[config.mk]
export PLATFORM = sky130hd
export DESIGN_NAME = sram_lane_ctrl
export DESIGN_NICKNAME = d
export VERILOG_FILES = /design/src/rtl/sram_ctrl_pkg.sv /design/src/rtl/sram_phase_timer.sv /design/src/rtl/sram_lane_decode.sv /design/src/rtl/sram_rd_capture.sv /design/src/rtl/sram_lane_ctrl.sv
export SDC_FILE = /design/constraint.sdc
export NUM_CORES = 1
export LEC_CHECK = 0
export CORE_ASPECT_RATIO = 0.8
export CORE_UTILIZATION = 25
export CTS_BUF_LIST = sky130_fd_sc_hd__clkbuf_8
export DETAILED_ROUTE_END_ITERATION = 7
export GPL_ROUTABILITY_DRIVEN = 0
export PLACE_DENSITY = 0.49
export SLEW_MARGIN = 20
export SYNTH_ARGS = -nofsm -noshare
export SYNTH_HDL_FRONTEND = slang
export SYNTH_SLANG_ARGS = --single-unit
[constraint.sdc]
create_clock -name clk -period 2.4 [get_ports clk]
set_clock_uncertainty 0.2 [all_clocks]
set_input_delay 0.48 -clock clk [delete_from_list [all_inputs] [get_ports clk]]
set_output_delay 0.48 -clock clk [all_outputs]
set_load 0.1 [all_outputs]
[src/rtl/sram_ctrl_pkg.sv]
package sram_ctrl_pkg;

  typedef enum logic [2:0] {
    ST_IDLE     = 3'd0,
    ST_RD_ACC   = 3'd1,
    ST_WR_SET   = 3'd2,
    ST_WR_PULSE = 3'd3,
    ST_WR_REC   = 3'd4,
    ST_TURN     = 3'd5
  } ctrl_state_e;

  function automatic int unsigned max3(int unsigned a, int unsigned b, int unsigned c);
    int unsigned m;
    m = (a > b) ? a : b;
    return (m > c) ? m : c;
  endfunction

endpackage

[src/rtl/sram_phase_timer.sv]
module sram_phase_timer #(
  parameter int CNT_W = 4
) (
  input  logic             clk,
  input  logic             rst_n,
  input  logic             load,
  input  logic [CNT_W-1:0] load_val,
  output logic             done
);
  logic [CNT_W-1:0] cnt_q, cnt_d;

  always_comb begin
    cnt_d = cnt_q;
    if (load)
      cnt_d = load_val;
    else if (cnt_q != '0)
      cnt_d = cnt_q - 1'b1;
  end

  always_ff @(posedge clk or negedge rst_n) begin
    if (!rst_n) cnt_q <= '0;
    else        cnt_q <= cnt_d;
  end

  assign done = (cnt_q == '0);
endmodule

[src/rtl/sram_lane_decode.sv]
module sram_lane_decode #(
  parameter int LANES = 2
) (
  input  logic             active,
  input  logic [LANES-1:0] mask,
  output logic [LANES-1:0] sel_n
);
  for (genvar g = 0; g < LANES; g++) begin : g_lane
    assign sel_n[g] = ~(active & mask[g]);
  end
endmodule

[src/rtl/sram_rd_capture.sv]
module sram_rd_capture #(
  parameter int DATA_W = 16,
  parameter int LANES  = DATA_W / 8
) (
  input  logic              clk,
  input  logic              rst_n,
  input  logic              cap_en,
  input  logic [LANES-1:0]  mask,
  input  logic [DATA_W-1:0] dq_in,
  output logic              rvalid,
  output logic [DATA_W-1:0] rdata
);
  logic [DATA_W-1:0] masked;
  logic [DATA_W-1:0] rdata_d;
  logic              rvalid_d;

  for (genvar g = 0; g < LANES; g++) begin : g_lane
    assign masked[g*8 +: 8] = mask[g] ? dq_in[g*8 +: 8] : 8'h00;
  end

  always_comb begin
    rvalid_d = cap_en;
    rdata_d  = rdata;
    if (cap_en) rdata_d = masked;
  end

  always_ff @(posedge clk or negedge rst_n) begin
    if (!rst_n) begin
      rvalid <= 1'b0;
      rdata  <= '0;
    end else begin
      rvalid <= rvalid_d;
      rdata  <= rdata_d;
    end
  end
endmodule

[src/rtl/sram_lane_ctrl.sv]
module sram_lane_ctrl
  import sram_ctrl_pkg::*;
#(
  parameter int ADDR_W = 18,
  parameter int DATA_W = 16,
  parameter int T_RD   = 1,
  parameter int T_WP   = 1,
  parameter int T_HZ   = 1
) (
  input  logic                   clk,
  input  logic                   rst_n,
  input  logic                   req_valid,
  output logic                   req_ready,
  input  logic                   req_write,
  input  logic [ADDR_W-1:0]      req_addr,
  input  logic [DATA_W-1:0]      req_wdata,
  input  logic [DATA_W/8-1:0]    req_mask,
  output logic                   rsp_valid,
  output logic [DATA_W-1:0]      rsp_rdata,
  output logic [ADDR_W-1:0]      mem_addr,
  output logic                   mem_cs_n,
  output logic                   mem_oe_n,
  output logic                   mem_we_n,
  output logic                   mem_lb_n,
  output logic                   mem_ub_n,
  output logic [DATA_W-1:0]      mem_dq_out,
  output logic                   mem_dq_oe,
  input  logic [DATA_W-1:0]      mem_dq_in
);
  localparam int LANES = DATA_W / 8;
  localparam int TMAX  = max3(T_RD, T_WP, T_HZ);
  localparam int CNT_W = (TMAX < 2) ? 1 : $clog2(TMAX);

  // reset: asserted asynchronously, released on the clock
  logic rst_meta_q, rst_sync_n;
  always_ff @(posedge clk or negedge rst_n) begin
    if (!rst_n) begin
      rst_meta_q <= 1'b0;
      rst_sync_n <= 1'b0;
    end else begin
      rst_meta_q <= 1'b1;
      rst_sync_n <= rst_meta_q;
    end
  end

  ctrl_state_e state_q, state_d;
  logic [ADDR_W-1:0] addr_q;
  logic [DATA_W-1:0] wdata_q;
  logic [LANES-1:0]  mask_q, mask_sel;
  logic              accept, tmr_load, tmr_done;
  logic [CNT_W-1:0]  tmr_val;
  logic              lane_act_d;
  logic [LANES-1:0]  sel_n_d;
  logic              cs_n_d, oe_n_d, we_n_d, dq_oe_d;
  logic              cap_en;

  assign req_ready = (state_q == ST_IDLE);
  assign accept    = req_valid & req_ready;
  assign mask_sel  = accept ? req_mask : mask_q;

  // next-state
  always_comb begin
    state_d  = state_q;
    tmr_load = 1'b0;
    tmr_val  = '0;
    unique case (state_q)
      ST_IDLE: begin
        if (accept) begin
          if (!req_write) begin
            state_d  = ST_RD_ACC;
            tmr_load = 1'b1;
            tmr_val  = CNT_W'(T_RD - 1);
          end else if (req_mask != '0) begin
            state_d = ST_WR_SET;
          end
        end
      end
      ST_RD_ACC: begin
        if (tmr_done) begin
          state_d  = ST_TURN;
          tmr_load = 1'b1;
          tmr_val  = CNT_W'(T_HZ - 1);
        end
      end
      ST_WR_SET: begin
        state_d  = ST_WR_PULSE;
        tmr_load = 1'b1;
        tmr_val  = CNT_W'(T_WP - 1);
      end
      ST_WR_PULSE: if (tmr_done) state_d = ST_WR_REC;
      ST_WR_REC:   state_d = ST_IDLE;
      ST_TURN:     if (tmr_done) state_d = ST_IDLE;
      default:     state_d = ST_IDLE;
    endcase
  end

  // strobe values for the coming cycle
  always_comb begin
    cs_n_d     = (state_d == ST_IDLE) || (state_d == ST_TURN);
    oe_n_d     = (state_d != ST_RD_ACC);
    we_n_d     = (state_d != ST_WR_PULSE);
    dq_oe_d    = (state_d == ST_WR_SET) || (state_d == ST_WR_PULSE) ||
                 (state_d == ST_WR_REC);
    lane_act_d = !cs_n_d;
  end

  sram_lane_decode #(.LANES(LANES)) u_lane (
    .active (lane_act_d),
    .mask   (mask_sel),
    .sel_n  (sel_n_d)
  );

  sram_phase_timer #(.CNT_W(CNT_W)) u_tmr (
    .clk      (clk),
    .rst_n    (rst_sync_n),
    .load     (tmr_load),
    .load_val (tmr_val),
    .done     (tmr_done)
  );

  assign cap_en = (state_q == ST_RD_ACC) && tmr_done;

  sram_rd_capture #(.DATA_W(DATA_W), .LANES(LANES)) u_cap (
    .clk    (clk),
    .rst_n  (rst_sync_n),
    .cap_en (cap_en),
    .mask   (mask_q),
    .dq_in  (mem_dq_in),
    .rvalid (rsp_valid),
    .rdata  (rsp_rdata)
  );

  // registers
  always_ff @(posedge clk or negedge rst_sync_n) begin
    if (!rst_sync_n) begin
      state_q    <= ST_IDLE;
      addr_q     <= '0;
      wdata_q    <= '0;
      mask_q     <= '0;
      mem_cs_n   <= 1'b1;
      mem_oe_n   <= 1'b1;
      mem_we_n   <= 1'b1;
      mem_lb_n   <= 1'b1;
      mem_ub_n   <= 1'b1;
      mem_dq_oe  <= 1'b0;
    end else begin
      state_q   <= state_d;
      if (accept) begin
        addr_q  <= req_addr;
        wdata_q <= req_wdata;
        mask_q  <= req_mask;
      end
      mem_cs_n  <= cs_n_d;
      mem_oe_n  <= oe_n_d;
      mem_we_n  <= we_n_d;
      mem_lb_n  <= sel_n_d[0];
      mem_ub_n  <= sel_n_d[LANES-1];
      mem_dq_oe <= dq_oe_d;
    end
  end

  assign mem_addr   = addr_q;
  assign mem_dq_out = wdata_q;
endmodule

==> results of run 1 <==
## flip-flops by register name, summed over array words and instances, names as in the netlist, 2 cells and up
signal / cells
mem_addr: 18
mem_dq_out: 16
u_cap.rdata: 16
state_q: 3
mask_q: 2
## cell type report
cell class                      count  share of cell area, %
Sequential cell                    64                   41.2
Tap cell                          140                   4.49
Timing Repair Buffer              116                   26.8
Clock buffer                        9                   3.17
Clock inverter                      7                   1.44
Inverter                            4                  0.384
Multi-Input combinational cell    104                   22.5
## kinds of logic (layout without fill, tap and decap cells)
kind of cell | after synthesis | in the layout | synth area share (%)
AO/OA/AOI/OAI | 20 | 20 | 5.15
buffers and inverters | 17 | 136 | 6.28
flip-flops | 64 | 64 | 60.7
multiplexers | 36 | 36 | 19.4
other | 1 | 1 | 0.142
AND/OR/NAND/NOR | 47 | 47 | 8.31
## worst reg2reg max path, stage by stage (launching register included)
cell	delay (ns)
dfrtp_1	0.50
nor4b_4	0.37
buf_12	0.29
mux2_2	0.42
## placed cells by master (no fill, tap or decap), types with 2 or more instances in the layout
cell	n
o21ai_1	9
buf_4	58
nand2b_1	2
o21ai_2	7
mux2_4	29
nor2_1	3
dfrtp_1	58
clkbuf_8	9
nand2_1	34
nor3_1	2
dfstp_2	5
clkinv_2	3
mux2_2	7
inv_1	7
buf_12	3
a211oi_1	2
clkdlybuf4s50_1	55
## synth_stat cells (all sizes together), types with 2 or more instances
| cell | instances |
|---|---|
| inv | 4 |
| dfstp | 5 |
| nor3 | 3 |
| o21ai | 16 |
| buf | 11 |
| dfrtp | 59 |
| clkbuf | 2 |
| nor2 | 3 |
| nor4b | 2 |
| a211oi | 2 |
| nand2 | 34 |
| nand2b | 2 |
| mux2 | 36 |
## routing by layer
| layer | vias up | share of wire, % | wire length, µm |
|---|---|---|---|
| met1 | 809 | 49 | 2890 |
| met4 | 0 | 1.9 | 113 |
| met2 | 77 | 39 | 2330 |
| met3 | 9 | 9.8 | 581 |
| li1 | 849 | - | - |
| met5 | - | 0 | 0 |
## worst paths after layout
check	from	to	slack, ns	cells past startpoint
max	state_q[0]	req_ready	0.37	2
min	rst_sync_n	u_cap.rdata[7]	0.03	0
max reg2reg	state_q[0]	mem_dq_out[4]	0.51	3
min reg2reg	rst_sync_n	u_cap.rdata[7]	0.03	0
max in group asynchronous	rst_sync_n	mem_we_n	1.31	1
min in group clk	rst_meta_q	rst_sync_n	0.15	0
## metrics by stage
stage	hold slack [ns]	area [µm²]	utilization [%]	setup slack (ns)
CTS	0.0477	3910	38.0	0.343
global placement	0.0426	3720	36.2	0.0923
global route	0.0758	3910	38.0	0.305
finish	0.0278	3910	38.0	0.373
floorplan	-0.0156	2650	-	0.0121
detailed placement	0.0467	3720	36.2	0.0834
==> impl_metrics.csv, run 1 <==
group,metric,value,unit
placed_design,io_buffers,113,
setup_path,critPathSlowestCell,"dfrtp_1",
placed_design,dp_cells,428,
synth,yosys_warnings,0,
setup_path,crit_chain,"nor3_2 -> buf_12",
clocking,cts.hold.buffers_added,0,
die,die_h,94.1,µm
global_route,grt_max_degree,45,
routing,drc,0,
die,ios,114,
global_route,grt-busiest-layer,"met2",
sta,timing.fmax,493,MHz
synth,synth_top_area_share,55.7,%
global_route,met1_usage,14.7,%
setup_path,start_kind,"register",
synth,synth-seq-cells,64,
routing,routedWlPerCell,13.3,µm
synth,syn_nets,241,
synth,synthTopCellsByArea,"dfrtp_1, mux2_4, dfstp_2",
global_route,grtUsageMet2,15.7,%
layout,antenna_cells,0,
routing,drt-total-wl,5920,µm
synth,synth_cell_type_count,24,
die,dieArea,11000,µm²
clocking,post_cts_resized,0,
layout,drive_gt1_share,41.1,%
synth,synth_area,2650,µm²
die,die_width,117,µm
clocking,cts_buffer_depth,2,
global_route,grt_overflow,0,
sta,setup_violations,0,
layout,seq_area,1610,µm²
synth,synth-edff-count,0,
synth,ys.flop_type,"dfrtp_1",
sta,period_needed,2.03,ns
clocking,cts_setup_buffers,0,
clocking,htreeDepth,3,
sta,final.setup.tns,0,ns
layout,nFillCells,1014,
synth,synth-async-reset-ratio,100,%
setup_path,critPathKind,"reg2out",
clocking,cts.reportedPaths.clkPinSlew,0.07,ns
layout,final_nets,355,
routing,antenna_left,0,
placed_design,dp_hpwl,4100,µm
synth,synth_cells,185,
global_route,antenna_found_initial,0,
routing,viasPerCell,3.93,
clocking,clock_latency,0.34,ns
layout,multiInputGateArea,880,µm²
clocking,cts.sinks,64,
synth,synth_top_cell_by_area,"dfrtp_1",
routing,drt_pass1_iterations,4,
setup_path,endpoint_kind,"output port",
min_path,holdCritPathClass,"reg2async",
setup_path,max_stage_delay,0.50,ns
clocking,cts_made_buffers,9,
setup_path,crit_family,"flip-flops",
routing,vias,1744,
die,core.rowCount,33,
global_route,grt_pass1_vias,1725,
sta,final_max_slew_viol_count,0,
setup_path,worstPathArrival,1.35,ns
layout,stdcell_count,444,
die,coreArea,10300,µm²
layout,syn2layout_area_growth,47.4,%
synth,ys_seq_area_share,60.7,%
routing,drt_iter0_drc,56,
global_route,grt_util_met3,5.03,%
setup_path,worst-path-buf-inv,1,
setup_path,cp_max_fo,9,
clocking,cts_root_buf,"clkbuf_8",
global_route,gr-usage-all-layers,11.3,%
synth,syn_area_per_cell,14.3,µm²
clocking,cts_tree,"yes",
job,cap_viol_max_count,0,
global_route,grt_pass1_wl,9090,µm
sta,rsz0062_at_grt,"false",
sta,fin_crit_sh,84.5,%
die,initial_utilization,25.8,%
sta,hold_viol,0,
setup_path,cp.required,1.72,ns
outcome,status,"complete, no violations",
Power of run 1 is not shown: default switching activity piles up to over one toggle a cycle in this logic, so the estimate is an artifact.
==> run 2: changes to the inputs <==
Settings changed: PLACE_DENSITY 0.49 to 0.51.
Clock period 2.4 ns to 1.8 ns, I/O delays scaled along.
==> impl_metrics.csv, run 2 (synthesis results as in run 1) <==
group,metric,value,unit
die,core.rowCount,33,
clocking,cts_buffer_depth,2,
global_route,grt_max_degree,34,
sta,rsz0062_at_grt,"true",
sta,setup_violations,13,
layout,largest_register_ff_count,18,
clocking,cts_made_buffers,9,
routing,viasPerCell,4.06,
sta,timing.fmax,544,MHz
routing,antenna_left,0,
job,cap_viol_max_count,0,
setup_path,critPathSlowestCell,"dfrtp_1",
layout,final_util,49.9,%
layout,final_cell_mix,"buf_12, dfrtp_1, clkdlybuf4s50_1, mux2_4, nand2_1",
routing,drt_iter0_drc,32,
routing,routedWlPerCell,15.1,µm
placed_design,io_buffers,113,
clocking,clock_latency,0.34,ns
global_route,antenna_found_initial,0,
clocking,cts.sinks,64,
routing,drc,0,
setup_path,crit_family,"flip-flops",
setup_path,cp_max_fo,3,
setup_path,cp.required,1.24,ns
sta,fin_ws,-0.0378,ns
global_route,grt_pass1_vias,1857,
outcome,status,"finished, violations left",
die,ios,114,
sta,final_max_slew_viol_count,0,
die,coreArea,10300,µm²
setup_path,max_stage_delay,0.41,ns
sta,fin_crit_sh,102,%
routing,drt_pass1_iterations,4,
layout,antenna_cells,0,
die,initial_utilization,25.8,%
global_route,gr-usage-all-layers,12.5,%
sta,period_needed,1.84,ns
layout,seq_area,1610,µm²
clocking,cts_tree,"yes",
layout,nFillCells,907,
setup_path,worstPathArrival,1.28,ns
clocking,cts_root_buf,"clkbuf_8",
layout,syn2layout_area_growth,93.5,%
routing,vias,1928,
routing,drt-total-wl,7180,µm
die,die_width,117,µm
global_route,grt_overflow,0,
layout,layout_commonest_cell,"buf_12",
outcome,violations,"negative setup slack",
clocking,htreeDepth,3,
min_path,holdCritPathClass,"reg2async",
setup_path,crit_chain,"buf_6 -> nor3_4 -> buf_12",
setup_path,start_kind,"register",
sta,hold_viol,0,
setup_path,critPathKind,"reg2out",
placed_design,dp_hpwl,4340,µm
layout,final_nets,386,
die,dieArea,11000,µm²
layout,drive_gt1_share,53.1,%
clocking,cts.reportedPaths.clkPinSlew,0.07,ns
setup_path,endpoint_kind,"output port",
layout,multiInputGateArea,975,µm²
setup_path,rr_worst_depth,5,
setup_path,crit_cells,3,
die,die_h,94.1,µm
setup_path,worst-path-buf-inv,2,
global_route,grt_pass1_wl,10000,µm
-- run 2: cell type report --
cell class	count	area share, %
multi-input combinational	104	19.0
timing repair buffer	147	42.7
clock buffer	10	2.68
inverter	4	0.293
tap	140	3.42
clock inverter	6	0.537
sequential	64	31.4
-- run 2: path summary, 6_finish.rpt --
check | start | endpoint | slack [ns]
setup reg to reg | state_q[0] | mem_dq_out[7] | -0.03
min in group clk | rst_meta_q | rst_sync_n | 0.16
max in group asynchronous | rst_n | rst_sync_n | 0.76
hold reg to reg | rst_sync_n | mem_dq_out[14] | 0.09
setup / recovery | state_q[1] | req_ready | -0.04
hold / removal | rst_sync_n | mem_dq_out[14] | 0.09
-- run 2: per-stage QoR --
step | cells | hold WS [ns] | TNS (ns) | setup slack (ns) | area (µm²)
finish | 475 | 0.0910 | -0.183 | -0.0378 | 5130
global route | 475 | 0.137 | -2.18 | -0.0975 | 5130
CTS | 459 | 0.114 | -0.147 | -0.0926 | 4770
detailed placement | 436 | 0.110 | -12.24 | -0.369 | 4500
global placement | 436 | 0.107 | -11.95 | -0.358 | 4500
floorplan | 185 | -0.136 | -0.0474 | -0.0474 | 2660
-- run 2: metal layers --
metal / up-vias / track usage, % / share of wire [%]
met1: 942 / 16.2 / 45
met2: 64 / 18.9 / 47
met5: - / 0 / 0
li1: 913 / - / -
met4: 0 / 4.75 / 1.1
met3: 9 / 4.84 / 6.6
-- run 2: what timing repair did --
| item | in CTS | in global routing |
|---|---|---|
| gates cloned | 2 | 9 |
| setup buffers | 4 | 7 |
| gates resized for setup | 4 | 32 |
| hold buffers | 1 | 0 |
| endpoints found under the hold margin | 2 | 0 |
| setup endpoints to repair | 10 | 54 |
| pin swaps | 2 | 11 |
Power of run 2 is left out for the same reason.
